## config.mk

```make
export PLATFORM = sky130hd
export DESIGN_NAME = mdio_master
export DESIGN_NICKNAME = d
export VERILOG_FILES = /design/src/rtl/mdio_master_pkg.sv /design/src/rtl/mdio_mdc_gen.sv /design/src/rtl/mdio_seq.sv /design/src/rtl/mdio_master.sv
export SDC_FILE = /design/constraint.sdc
export NUM_CORES = 1
export LEC_CHECK = 0
export ABC_AREA = 1
export BUFFER_PORTS_ARGS = -buffer_cell sky130_fd_sc_hd__buf_4
export CAP_MARGIN = 20
export CORE_UTILIZATION = 57
export CTS_CLUSTER_SIZE = 14
export DETAILED_ROUTE_END_ITERATION = 8
export GPL_ROUTABILITY_DRIVEN = 0
export MAX_ROUTING_LAYER = met4
export PLACE_DENSITY = 0.8
export SYNTH_ARGS = -nofsm -noshare
export SYNTH_HDL_FRONTEND = slang
export SYNTH_SLANG_ARGS = --single-unit
```

## constraint.sdc

```tcl
create_clock -name clk -period 2.7 [get_ports clk]
set_input_delay 0.135 -clock clk [delete_from_list [all_inputs] [get_ports clk]]
set_output_delay 0.135 -clock clk [all_outputs]
set_load 0.02 [all_outputs]
```

## src/rtl/mdio_master_pkg.sv

```systemverilog
// Package: mdio_master_pkg
// Shared field widths, the per-bit drive encoding and the functions that
// place each field of a management frame on its MDC cycle index.
// Assumes the frame layout preamble / start / direction / PHY / register /
// turnaround / data, with the preamble length passed in by the caller.
package mdio_master_pkg;

    localparam int PHY_W  = 5;
    localparam int REG_W  = 5;
    localparam int DATA_W = 16;

    // Value placed on the pad for one MDC cycle.
    typedef struct packed {
        logic oe;
        logic o;
    } drive_t;

    // Role of a read-frame cycle seen from the receive side.
    typedef enum logic [1:0] {
        SL_HDR   = 2'd0,
        SL_TA    = 2'd1,
        SL_RDATA = 2'd2,
        SL_TAIL  = 2'd3
    } slot_e;

    // Pad drive for cycle k of a frame.
    function automatic drive_t frame_drive(
        input int                 pre_len,
        input logic               rd,
        input logic [PHY_W-1:0]   phy,
        input logic [REG_W-1:0]   ra,
        input logic [DATA_W-1:0]  wd,
        input int                 k
    );
        drive_t              d;
        logic [PHY_W-1:0]    pt;
        logic [REG_W-1:0]    rt;
        logic [DATA_W-1:0]   wt;
        int                  ta0;
        ta0  = pre_len + 4 + PHY_W + REG_W;
        d.oe = 1'b1;
        d.o  = 1'b1;
        pt   = '0;
        rt   = '0;
        wt   = '0;
        if (k < pre_len) begin
            d.o = 1'b1;
        end else if (k == pre_len) begin
            d.o = 1'b0;
        end else if (k == pre_len + 1) begin
            d.o = 1'b1;
        end else if (k == pre_len + 2) begin
            d.o = rd;
        end else if (k == pre_len + 3) begin
            d.o = ~rd;
        end else if (k < pre_len + 4 + PHY_W) begin
            pt  = phy << (k - pre_len - 4);
            d.o = pt[PHY_W-1];
        end else if (k < ta0) begin
            rt  = ra << (k - pre_len - 4 - PHY_W);
            d.o = rt[REG_W-1];
        end else if (rd) begin
            d.oe = 1'b0;
            d.o  = 1'b0;
        end else if (k == ta0) begin
            d.o = 1'b1;
        end else if (k == ta0 + 1) begin
            d.o = 1'b0;
        end else if (k < ta0 + 2 + DATA_W) begin
            wt  = wd << (k - ta0 - 2);
            d.o = wt[DATA_W-1];
        end else begin
            d.oe = 1'b0;
            d.o  = 1'b0;
        end
        return d;
    endfunction

    // Receive-side role of cycle k in a read frame.
    function automatic slot_e read_slot(input int pre_len, input int k);
        int ta0;
        ta0 = pre_len + 4 + PHY_W + REG_W;
        if (k < ta0)                return SL_HDR;
        else if (k == ta0)          return SL_TA;
        else if (k <= ta0 + DATA_W) return SL_RDATA;
        else                        return SL_TAIL;
    endfunction

endpackage

```

## src/rtl/mdio_mdc_gen.sv

```systemverilog
// Module: mdio_mdc_gen
// Divides the system clock into MDC. While run_i is high each low and each
// high phase lasts div_i clocks (0 selects DEF_DIV); bit_end_o marks the last
// clock of a high phase, which is where a bit is sampled and the next one
// is launched. Assumes div_i is held stable while run_i is high.
module mdio_mdc_gen #(
    parameter int DIV_W   = 8,
    parameter int DEF_DIV = 20
) (
    input  logic             clk,
    input  logic             rst_n,
    input  logic             run_i,
    input  logic [DIV_W-1:0] div_i,
    output logic             mdc_o,
    output logic             bit_end_o
);

    logic [DIV_W-1:0] cnt_q;
    logic             phase_q;
    logic [DIV_W-1:0] div_eff;
    logic             term;

    // Pick the programmed phase length or the built-in default.
    always_comb begin
        div_eff = (div_i == '0) ? DIV_W'(DEF_DIV) : div_i;
        term    = (cnt_q == div_eff - 1'b1);
    end

    // Phase counter and MDC level; held at rest while not running.
    always_ff @(posedge clk) begin
        if (!rst_n || !run_i) begin
            cnt_q   <= '0;
            phase_q <= 1'b0;
        end else if (term) begin
            cnt_q   <= '0;
            phase_q <= ~phase_q;
        end else begin
            cnt_q   <= cnt_q + 1'b1;
        end
    end

    assign mdc_o     = phase_q;
    assign bit_end_o = run_i && phase_q && term;


    phase_len_chk: assert property (@(posedge clk) disable iff (!rst_n)
        run_i |-> (cnt_q < div_eff));


    mdc_hold_chk: assert property (@(posedge clk) disable iff (!rst_n)
        (run_i && $past(run_i) && !$past(term)) |-> $stable(mdc_o));

endmodule

```

## src/rtl/mdio_seq.sv

```systemverilog
// Module: mdio_seq
// Frame sequencer: accepts a request while idle, walks the MDC cycle index,
// launches the pad value for each cycle at the end of the previous high
// phase, samples the PHY at the end of each high phase on reads, and runs
// the recovery tail after a bad turnaround. Assumes mdio_i is already
// synchronous to clk.
module mdio_seq
    import mdio_master_pkg::*;
#(
    parameter int PRE_LEN   = 32,
    parameter int RECOV_LEN = 32,
    parameter int DIV_W     = 8,
    parameter int IDX_W     = 7
) (
    input  logic              clk,
    input  logic              rst_n,
    input  logic              req_valid_i,
    input  logic              req_read_i,
    input  logic [PHY_W-1:0]  req_phy_i,
    input  logic [REG_W-1:0]  req_reg_i,
    input  logic [DATA_W-1:0] req_wdata_i,
    input  logic [DIV_W-1:0]  div_i,
    input  logic              bit_end_i,
    input  logic              mdio_i,
    output logic              busy_o,
    output logic [DIV_W-1:0]  div_o,
    output logic              done_o,
    output logic              err_o,
    output logic [DATA_W-1:0] rdata_o,
    output logic              mdio_o,
    output logic              mdio_oe_o
);

    localparam int TA0       = PRE_LEN + 4 + PHY_W + REG_W;
    localparam int LAST_NORM = TA0 + 2 + DATA_W;
    localparam int LAST_REC  = TA0 + RECOV_LEN;

    logic              busy_q;
    logic              rd_q;
    logic              recov_q;
    logic [IDX_W-1:0]  idx_q;
    logic [PHY_W-1:0]  phy_q;
    logic [REG_W-1:0]  reg_q;
    logic [DATA_W-1:0] wd_q;
    logic [DIV_W-1:0]  div_q;
    logic [DATA_W-1:0] rdata_q;
    logic              done_q;
    logic              err_q;
    drive_t            drv_q;

    int     k;
    logic   accept;
    logic   last_bit;
    slot_e  slot;

    // Decode the current cycle: acceptance, its receive role, frame end.
    always_comb begin
        k        = int'(idx_q);
        accept   = req_valid_i && !busy_q;
        slot     = read_slot(PRE_LEN, k);
        last_bit = (k == ((rd_q && recov_q) ? LAST_REC : LAST_NORM));
    end

    // Request capture, cycle walk, pad launch, read capture and completion.
    always_ff @(posedge clk) begin
        if (!rst_n) begin
            busy_q  <= 1'b0;
            rd_q    <= 1'b0;
            recov_q <= 1'b0;
            idx_q   <= '0;
            phy_q   <= '0;
            reg_q   <= '0;
            wd_q    <= '0;
            div_q   <= '0;
            rdata_q <= '0;
            done_q  <= 1'b0;
            err_q   <= 1'b0;
            drv_q   <= '0;
        end else begin
            done_q <= 1'b0;
            if (accept) begin
                busy_q  <= 1'b1;
                rd_q    <= req_read_i;
                recov_q <= 1'b0;
                idx_q   <= '0;
                phy_q   <= req_phy_i;
                reg_q   <= req_reg_i;
                wd_q    <= req_wdata_i;
                div_q   <= div_i;
                rdata_q <= '0;
                err_q   <= 1'b0;
                drv_q   <= frame_drive(PRE_LEN, req_read_i, req_phy_i,
                                       req_reg_i, req_wdata_i, 0);
            end else if (busy_q && bit_end_i) begin
                if (rd_q && slot == SL_TA && mdio_i) begin
                    recov_q <= 1'b1;
                end
                if (rd_q && !recov_q && slot == SL_RDATA) begin
                    rdata_q <= {rdata_q[DATA_W-2:0], mdio_i};
                end
                if (last_bit) begin
                    busy_q <= 1'b0;
                    done_q <= 1'b1;
                    err_q  <= recov_q;
                    idx_q  <= '0;
                    drv_q  <= '0;
                end else begin
                    idx_q  <= idx_q + 1'b1;
                    drv_q  <= frame_drive(PRE_LEN, rd_q, phy_q, reg_q,
                                          wd_q, k + 1);
                end
            end
        end
    end

    assign busy_o    = busy_q;
    assign div_o     = div_q;
    assign done_o    = done_q;
    assign err_o     = err_q;
    assign rdata_o   = rdata_q;
    assign mdio_o    = drv_q.o;
    assign mdio_oe_o = drv_q.oe;


    busy_req_ignored_chk: assert property (@(posedge clk) disable iff (!rst_n)
        (busy_q && req_valid_i) |=> ($stable(phy_q) && $stable(reg_q) &&
                                     $stable(rd_q) && $stable(div_q)));


    read_release_chk: assert property (@(posedge clk) disable iff (!rst_n)
        (busy_q && rd_q && k >= TA0) |-> !mdio_oe_o);


    done_pulse_chk: assert property (@(posedge clk) disable iff (!rst_n)
        done_q |=> !done_q);


    done_idle_chk: assert property (@(posedge clk) disable iff (!rst_n)
        done_q |-> !busy_q);


    result_hold_chk: assert property (@(posedge clk) disable iff (!rst_n)
        (!busy_q && !accept) |=> ($stable(rdata_q) && $stable(err_q)));


    recov_data_chk: assert property (@(posedge clk) disable iff (!rst_n)
        (done_q && err_q) |-> (rdata_q == '0));

endmodule

```

## src/rtl/mdio_master.sv

```systemverilog
// Module: mdio_master
// Top of the management frame master: ties the MDC divider to the frame
// sequencer and brings out the three pad signals. Assumes mdio_i has been
// brought into the clk domain before it reaches this block.
module mdio_master
    import mdio_master_pkg::*;
#(
    parameter int PRE_LEN     = 32,
    parameter int RECOV_LEN   = 32,
    parameter int DIV_W       = 8,
    parameter int SYS_CLK_KHZ = 100000,
    parameter int MDC_MAX_KHZ = 2500
) (
    input  logic             clk,
    input  logic             rst_n,
    input  logic             req_valid_i,
    input  logic             req_read_i,
    input  logic [4:0]       req_phy_i,
    input  logic [4:0]       req_reg_i,
    input  logic [15:0]      req_wdata_i,
    input  logic [DIV_W-1:0] div_i,
    output logic             busy_o,
    output logic             done_o,
    output logic             err_o,
    output logic [15:0]      rdata_o,
    output logic             mdc_o,
    output logic             mdio_o,
    output logic             mdio_oe_o,
    input  logic             mdio_i
);

    localparam int DEF_DIV = (SYS_CLK_KHZ + 2 * MDC_MAX_KHZ - 1) / (2 * MDC_MAX_KHZ);
    localparam int MAX_IDX = PRE_LEN + 4 + PHY_W + REG_W + RECOV_LEN + DATA_W + 2;
    localparam int IDX_W   = $clog2(MAX_IDX + 1);

    logic             busy;
    logic [DIV_W-1:0] div_cur;
    logic             bit_end;

    // Clock divider for MDC.
    mdio_mdc_gen #(
        .DIV_W   (DIV_W),
        .DEF_DIV (DEF_DIV)
    ) mdc_gen_i (
        .clk       (clk),
        .rst_n     (rst_n),
        .run_i     (busy),
        .div_i     (div_cur),
        .mdc_o     (mdc_o),
        .bit_end_o (bit_end)
    );

    // Frame sequencer.
    mdio_seq #(
        .PRE_LEN   (PRE_LEN),
        .RECOV_LEN (RECOV_LEN),
        .DIV_W     (DIV_W),
        .IDX_W     (IDX_W)
    ) seq_i (
        .clk         (clk),
        .rst_n       (rst_n),
        .req_valid_i (req_valid_i),
        .req_read_i  (req_read_i),
        .req_phy_i   (req_phy_i),
        .req_reg_i   (req_reg_i),
        .req_wdata_i (req_wdata_i),
        .div_i       (div_i),
        .bit_end_i   (bit_end),
        .mdio_i      (mdio_i),
        .busy_o      (busy),
        .div_o       (div_cur),
        .done_o      (done_o),
        .err_o       (err_o),
        .rdata_o     (rdata_o),
        .mdio_o      (mdio_o),
        .mdio_oe_o   (mdio_oe_o)
    );

    assign busy_o = busy;


    idle_mdc_low_chk: assert property (@(posedge clk) disable iff (!rst_n)
        !busy_o |-> !mdc_o);


    mdio_stable_chk: assert property (@(posedge clk) disable iff (!rst_n)
        (mdc_o && $past(mdc_o)) |-> ($stable(mdio_o) && $stable(mdio_oe_o)));


    idle_release_chk: assert property (@(posedge clk) disable iff (!rst_n)
        (!busy_o && !$past(busy_o)) |-> !mdio_oe_o);

endmodule

```

=== Word-level counts from Yosys, hierarchy flattened ===
Cells that the tools add are included.

* Reduce and logical (&&, ||, !) cells: 23
* $add $sub $neg: 9
* Shift operators: 3
* Eq/ne operators: 11
* Muxes and demuxes: 34
* Order comparisons: 6
* Bitwise operators: 4

{| class="wikitable"
|+ Operator list
! operator !! count
|-
| equality test 32 x 7 -> 1 bit (second input constant) || 6
|-
| < comparator 32 x 7 -> 1 bit (second input constant) || 3
|-
| left shift 5 x 32 -> 5 bit || 2
|-
| subtractor 32 x 4 -> 32 bit (second input constant) || 2
|-
| subtractor 32 x 7 -> 32 bit (second input constant) || 2
|-
| equality test 8 x 32 -> 1 bit || 1
|-
| < comparator 32 x 8 -> 1 bit (second input constant) || 1
|-
| left shift 16 x 32 -> 16 bit || 1
|-
| subtractor 32 x 3 -> 32 bit (second input constant) || 1
|-
| two-way mux 1 bit || 25
|-
| two-way mux 2 bit || 6
|-
| logical AND 1 bit || 9
|-
| adder 7 x 1 -> 8 bit (second input constant) || 1
|-
| adder 8 x 1 -> 8 bit (second input constant) || 1
|-
| equality test 8 bit || 1
|-
| zero test 8 bit || 1
|-
| two-way mux 8 bit || 1
|-
| AND reduction 2 bit || 4
|-
| subtractor 8 x 1 -> 8 bit (second input constant) || 1
|-
| adder 7 x 1 -> 7 bit (second input constant) || 1
|-
| equality test 7 bit (second input constant) || 1
|-
| less-or-equal comparator 7 x 6 -> 1 bit (second input constant) || 1
|-
| < comparator 7 x 6 -> 1 bit (second input constant) || 1
|-
| two-way mux 7 bit || 1
|-
| other kinds (9) || 16
|}

* Bits of input ports: 39
* Output and inout bits: 22
* Flip-flop bits (word level): 73
* Logic and storage cells: 105

=== Longest topological paths before layout ===
* Depth in word-level cells: 18
* Depth in mapped cells: 27
* Mapped depth without buffers: 26

=== Cells and area by module ===
Synthesis repeated with hierarchy kept, for this count alone.

* Cell total of the unflattened synthesis: 655
* Area, all modules: 4329.2 µm²

{| class="wikitable"
|+ By module, submodules not included
! module !! cells each !! area each (µm²) !! seq. area each (µm²) !! times used
|-
| mdio_seq || 522 || 3502.1 || 1281.2 || 1
|-
| mdio_mdc_gen || 133 || 827.0 || 180.2 || 1
|}

=== Worst setup path before layout ===
Ideal clock, no wire load.

* Path type: register -> register
* Start: register seq_i.idx_q[2]
* End: register seq_i.drv_q (netlist bit seq_i.mdio_o)
* Required time: 2630 ps
* Buffers on the path: 1
* Setup slack: 225 ps
* Data arrival time: 2406 ps
* Setup time: 70 ps
* Cell stages (with the launch flop): 28
* Clock period less this slack: 2475 ps
* Path through: dfxtp_1 -> buf_2 -> nand2_1 -> nor2_1 -> nand2_1 -> nand2_1 -> nand2_1 -> inv_1 -> nand2_1 -> nand3_1 -> inv_1 -> ha_1 -> nand2_1 -> nor3_1 -> nand4_1 -> nor2_1 -> nand2_1 -> nand2_1 -> nand2_1 -> nand2_1 -> nand2_1 -> nand2_1 -> nand2_1 -> nand2_1 -> nand2_1 -> nand2_1 -> nand2_1 -> a21oi_1

* Longest elaborated chain between the ends: 18
* Elaborated cells on any way between the ends: 34
* Classes of those cells: 6 x add/sub; 4 x order compare; 7 x eq/ne; 3 x shift; 14 x mux

{| class="wikitable"
|+ RTL lines
! item !! RTL line !! text
|-
| start: declaration || mdio_seq.sv:41 || <nowiki>logic [IDX_W-1:0] idx_q;</nowiki>
|-
| start signal: assignment || mdio_seq.sv:108 || <nowiki>idx_q <= idx_q + 1'b1;</nowiki>
|-
| branches (longest 15 deep; another with subtractor 32 x 7 -> 32 bit) || n/a ||
|-
| two-way mux 2 bit * || mdio_seq.sv:101 || <nowiki>if (last_bit) begin</nowiki>
|-
| two-way mux 2 bit * || mdio_seq.sv:94 || <nowiki>end else if (busy_q && bit_end_i) begin</nowiki>
|-
| two-way mux 2 bit * || mdio_seq.sv:81 || <nowiki>if (accept) begin</nowiki>
|-
| end signal: assignment || mdio_seq.sv:92 || <nowiki>drv_q <= frame_drive(PRE_LEN, req_read_i, req_phy_i,</nowiki>
|-
| end signal: assignment || mdio_seq.sv:109 || <nowiki>drv_q <= frame_drive(PRE_LEN, rd_q, phy_q, reg_q,</nowiki>
|-
| end: declaration || mdio_seq.sv:49 || <nowiki>drive_t drv_q;</nowiki>
|}

Every way passes the cells marked *. The select of a mux whose other input is x is not followed.
A chain may end at the register's enable or synchronous reset.

=== Worst setup path after layout ===
Same ends and word-level chain as after synthesis.

==> flow_metrics.py <==
metrics = {
    "status": {
        "status": "complete, but fails checks",
        "violations": "negative setup slack",
    },
    "setup_path": {
        "crit_path_end_kind": "flip-flop",
        "start_kind": "flip-flop",
        "worstPathRequired_ns": 2.99,
        "reg2reg_to": "seq_i.mdio_o",
        "r2r_slack_ns": -0.01,
        "critPathTopFamily": "simple AND/OR/NAND/NOR gates",
        "path_class": "reg -> reg",
        "crit_chain": "buf_6 -> nand3_2 -> xor2_2 -> nand3_2 -> a21oi_2 -> ha_2 -> nand2_1 -> nor4_4 -> nand3_1 -> nor2_1 -> nand4_1 -> nand2_1 -> nand2_1 -> nand2_1 -> nand2_1 -> nand2_1 -> nand2_1 -> nand2_1 -> nand2_1 -> a21oi_2",
        "arrival_ns": 3.00,
        "ff2ff_path_depth": 20,
        "worstReg2RegStart": "seq_i.idx_q[2]",
        "cp_max_fo": 8,
        "startpoint": "seq_i.idx_q[2]",
        "cpPeakStageDelay_ns": 0.36,
        "cp-endpoint": "seq_i.mdio_o",
        "crit_top_cell": "nand2_1",
        "path_buf_inv": 1,
        "cp_slowest_cell": "dfxtp_2",
        "worst-path-stages": 20,
    },
    "synth": {
        "yosysSeqAreaShare_pct": 36.8,
        "synth.avg_cell_area_um2": 6.58,
        "synth_fp_nets": 659,
        "synth_flop_cell": "dfxtp_1",
        "synth_mux_area_share_pct": 0,
        "synth_top_family_by_area": "simple AND/OR/NAND/NOR gates",
        "syn-cell-area_mm2": 0.00398,
        "yosysWarnings": 0,
        "synthXorXnorAreaFrac_pct": 1.76,
        "synth_compound_area_share_pct": 8.50,
        "synth_edf_count": 0,
        "syn-instance-count": 604,
        "ys_seq_elements": 73,
        "synth_simple_gate_area_share_pct": 39.6,
        "synthAdderAreaFrac_pct": 5.03,
        "async_flop_share_pct": 0,
        "yosys.cell_types.count": 33,
    },
    "timing": {
        "rsz0062_at_grt": "yes",
        "finalHoldViolCount": 0,
        "relSlewSlack_pct": 30.9,
        "fmax_mhz": 369,
        "fin_crit_sh_pct": 100,
        "period_needed_ns": 2.71,
        "setup_ws_ns": -0.0111,
        "setup_violations": 1,
        "slew_viol_final": 0,
        "hold_slack_ns": 0.00656,
        "worst_slew_pin_slew_ns": 1.03,
        "finClkSkew_ns": 0.00711,
    },
    "cts": {
        "cts_sinks": 73,
        "cts_tree": "done",
        "clk_latency_ns": 0.35,
        "cts-root-buf": "clkbuf_8",
        "numCtsBuffers": 9,
        "path_clk_slew_ns": 0.08,
        "cts_buffer_depth": 2,
        "cts_max_level": 3,
    },
    "die": {
        "die-area_mm2": 0.00731,
        "rows": 30,
        "die_w_um": 85.5,
        "io_pins": 61,
        "die_h_um": 85.5,
        "initial_core_util_pct": 58.9,
        "coreArea_mm2": 0.00676,
    },
    "global_route": {
        "antenna_found_initial": 0,
        "grt_pass1_vias": 3714,
        "grt_pass1_wl_um": 16700,
        "grt-ovfl-total": 0,
        "grt_use_total_pct": 29.1,
        "grt_max_degree": 39,
    },
    "pwr": {
        "peakVddDrop_mv": 0.347,
        "powerDensity_mw_per_mm2": 474,
        "cellLeakagePower_uw": 0.00232,
    },
    "cells_and_area": {
        "area_growth_pct": 28.4,
        "final_cell_area_mm2": 0.00510,
        "diodes": 0,
        "fill_cells": 507,
        "nets": 743,
        "drive_above_1_share_pct": 23.1,
    },
    "run": {
        "drv_cap": 0,
    },
    "place": {
        "dpl_cell_area_mm2": 0.00456,
        "portBuffers": 60,
        "hpwlAfterDp_um": 7070,
    },
    "detailed_routing": {
        "drc": 0,
        "via_count": 4362,
        "dr.pass1.iters": 6,
        "avgRoutedWirePerCell_um": 14.1,
        "drt-total-wl_um": 10900,
        "drtAntennaViolNets": 0,
        "via_per_inst": 5.64,
        "drt_iter0_markers": 414,
    },
    "worst_hold_path": {
        "hold_class": "in -> reg",
    },
}
-- worst reg2reg max path, delay by kind of cell, from the launching register on --
| kind | cells | cell delay, ns |
|---|---|---|
| simple gates | 15 | 1.40 |
| flops | 1 | 0.36 |
| xor+xnor | 1 | 0.27 |
| compound gates | 2 | 0.26 |
| fa+ha+maj | 1 | 0.17 |
| buf+inv | 1 | 0.15 |
-- layout by cell type (no fill, tap or decap), types with 3 or more instances in the layout --
cell type      instances
a21oi_1               35
o21ai_1                3
nor2_4                 5
clkbuf_8              12
nor2_2                 7
xnor2_1                3
nand3_2                5
buf_4                 87
ha_1                  13
o21ai_0               16
inv_2                  5
nand4_1                7
dfxtp_1               67
dlygate4sd3_1          6
nor2_1                43
xor2_1                 4
buf_6                  4
nand2_2                9
inv_1                 52
nand3_1               95
nand2_1              177
nor3_1                 3
dfxtp_2                4
-- synthesized netlist by cell type, types with 3 or more instances --
master    count  area [um2]
buf_2         5        25.0
dfxtp_1      73        1460
nand4_1       7        43.8
ha_1         16         200
nor4_1        3        18.8
nand3_1      99         495
buf_1         6        22.5
inv_1        56         210
xnor2_1       3        26.3
nor2_1       47         176
nand2_1     187         702
o21ai_0      16        80.1
a21oi_1      37         185
nor2_2        6        37.5
nor3_1        4        20.0
xor2_1        5        43.8
clkbuf_1     11        41.3
o21ai_1       4        20.0
-- layer usage --
layer / wire [um] / up-vias / global-route usage, %
met5: 0 / - / -
met1: 4500 / 1961 / 37.9
li1: - / 2120 / -
met4: 214 / 0 / 10.0
met3: 977 / 35 / 5.10
met2: 5240 / 246 / 45.7
-- repair_timing --
item                                   in CTS  in global routing
setup endpoints to repair                   1                 27
pin swaps                                   1                 15
hold buffers                                6                  0
setup buffers                               0                 12
endpoints found under the hold margin       6                  0
resized for setup                           6                 46
-- stage by stage --
step	cells	total power (uW)	worst slack [ns]	utilization, %	setup TNS (ns)
CTS	761	2400	0.00644	71.9	0
global placement	739	1470	-0.0920	67.5	-0.0920
finish	773	2420	-0.0111	75.5	-0.0111
detailed placement	739	1480	-0.149	67.5	-0.149
floorplan	604	1380	0.225	-	0
global route	773	2510	-0.126	75.5	-0.217
-- sequential cells by signal, summed over array words and instances (netlist names) --
name	flops
seq_i.done_o	1
mdc_gen_i.cnt_q	8
seq_i.recov_q	1
seq_i.idx_q	7
seq_i.err_o	1
seq_i.rd_q	1
seq_i.mdio_oe_o	1
mdc_gen_i.mdc_o	1
seq_i.div_o	8
seq_i.phy_q	5
seq_i.busy_o	1
seq_i.mdio_o	1
seq_i.reg_q	5
seq_i.rdata_o	16
seq_i.wd_q	16
-- report_power, final --
part           internal [uW]  switching (uW)  total (uW)
clock network            507             425         932
registers               1120            31.4        1150
logic                    135             204         339
total                   1760             661        2420
-- area by class of cell --
class | instances | area, um2 | share of cell area (%)
clock buffers | 13 | 169 | 3.31
clock inverters | 3 | 46.3 | 0.907
inverters | 59 | 226 | 4.44
multi-input cells | 448 | 2330 | 45.6
flip-flops and latches | 73 | 1470 | 28.9
well taps | 80 | 100 | 1.96
repair buffers | 97 | 758 | 14.9
-- how the worst min path moves through the flow --
stage | startpoint | to | slack, ns | depth (start not counted)
floorplan | req_phy_i[1] | seq_i.phy_q[1] | 0.27 | 2
global route | req_reg_i[2] | seq_i.reg_q[2] | 0.01 | 3
CTS | req_phy_i[2] | seq_i.phy_q[2] | 0.001 | 3
detailed placement | req_wdata_i[5] | seq_i.wd_q[5] | 0.36 | 3
finish | req_wdata_i[3] | seq_i.wd_q[3] | 0.007 | 3
global placement | req_reg_i[1] | seq_i.reg_q[1] | 0.36 | 3
-- cells by family after synthesis --
| logic type | after synthesis |
|---|---|
| buffers and inverters | 83 |
| AND/OR/NAND/NOR | 361 |
| flip-flops | 73 |
| AO/OA/AOI/OAI | 63 |
| adder cells (fa/ha/maj) | 16 |
| XOR/XNOR | 8 |
(Power assumes the default switching activity.)
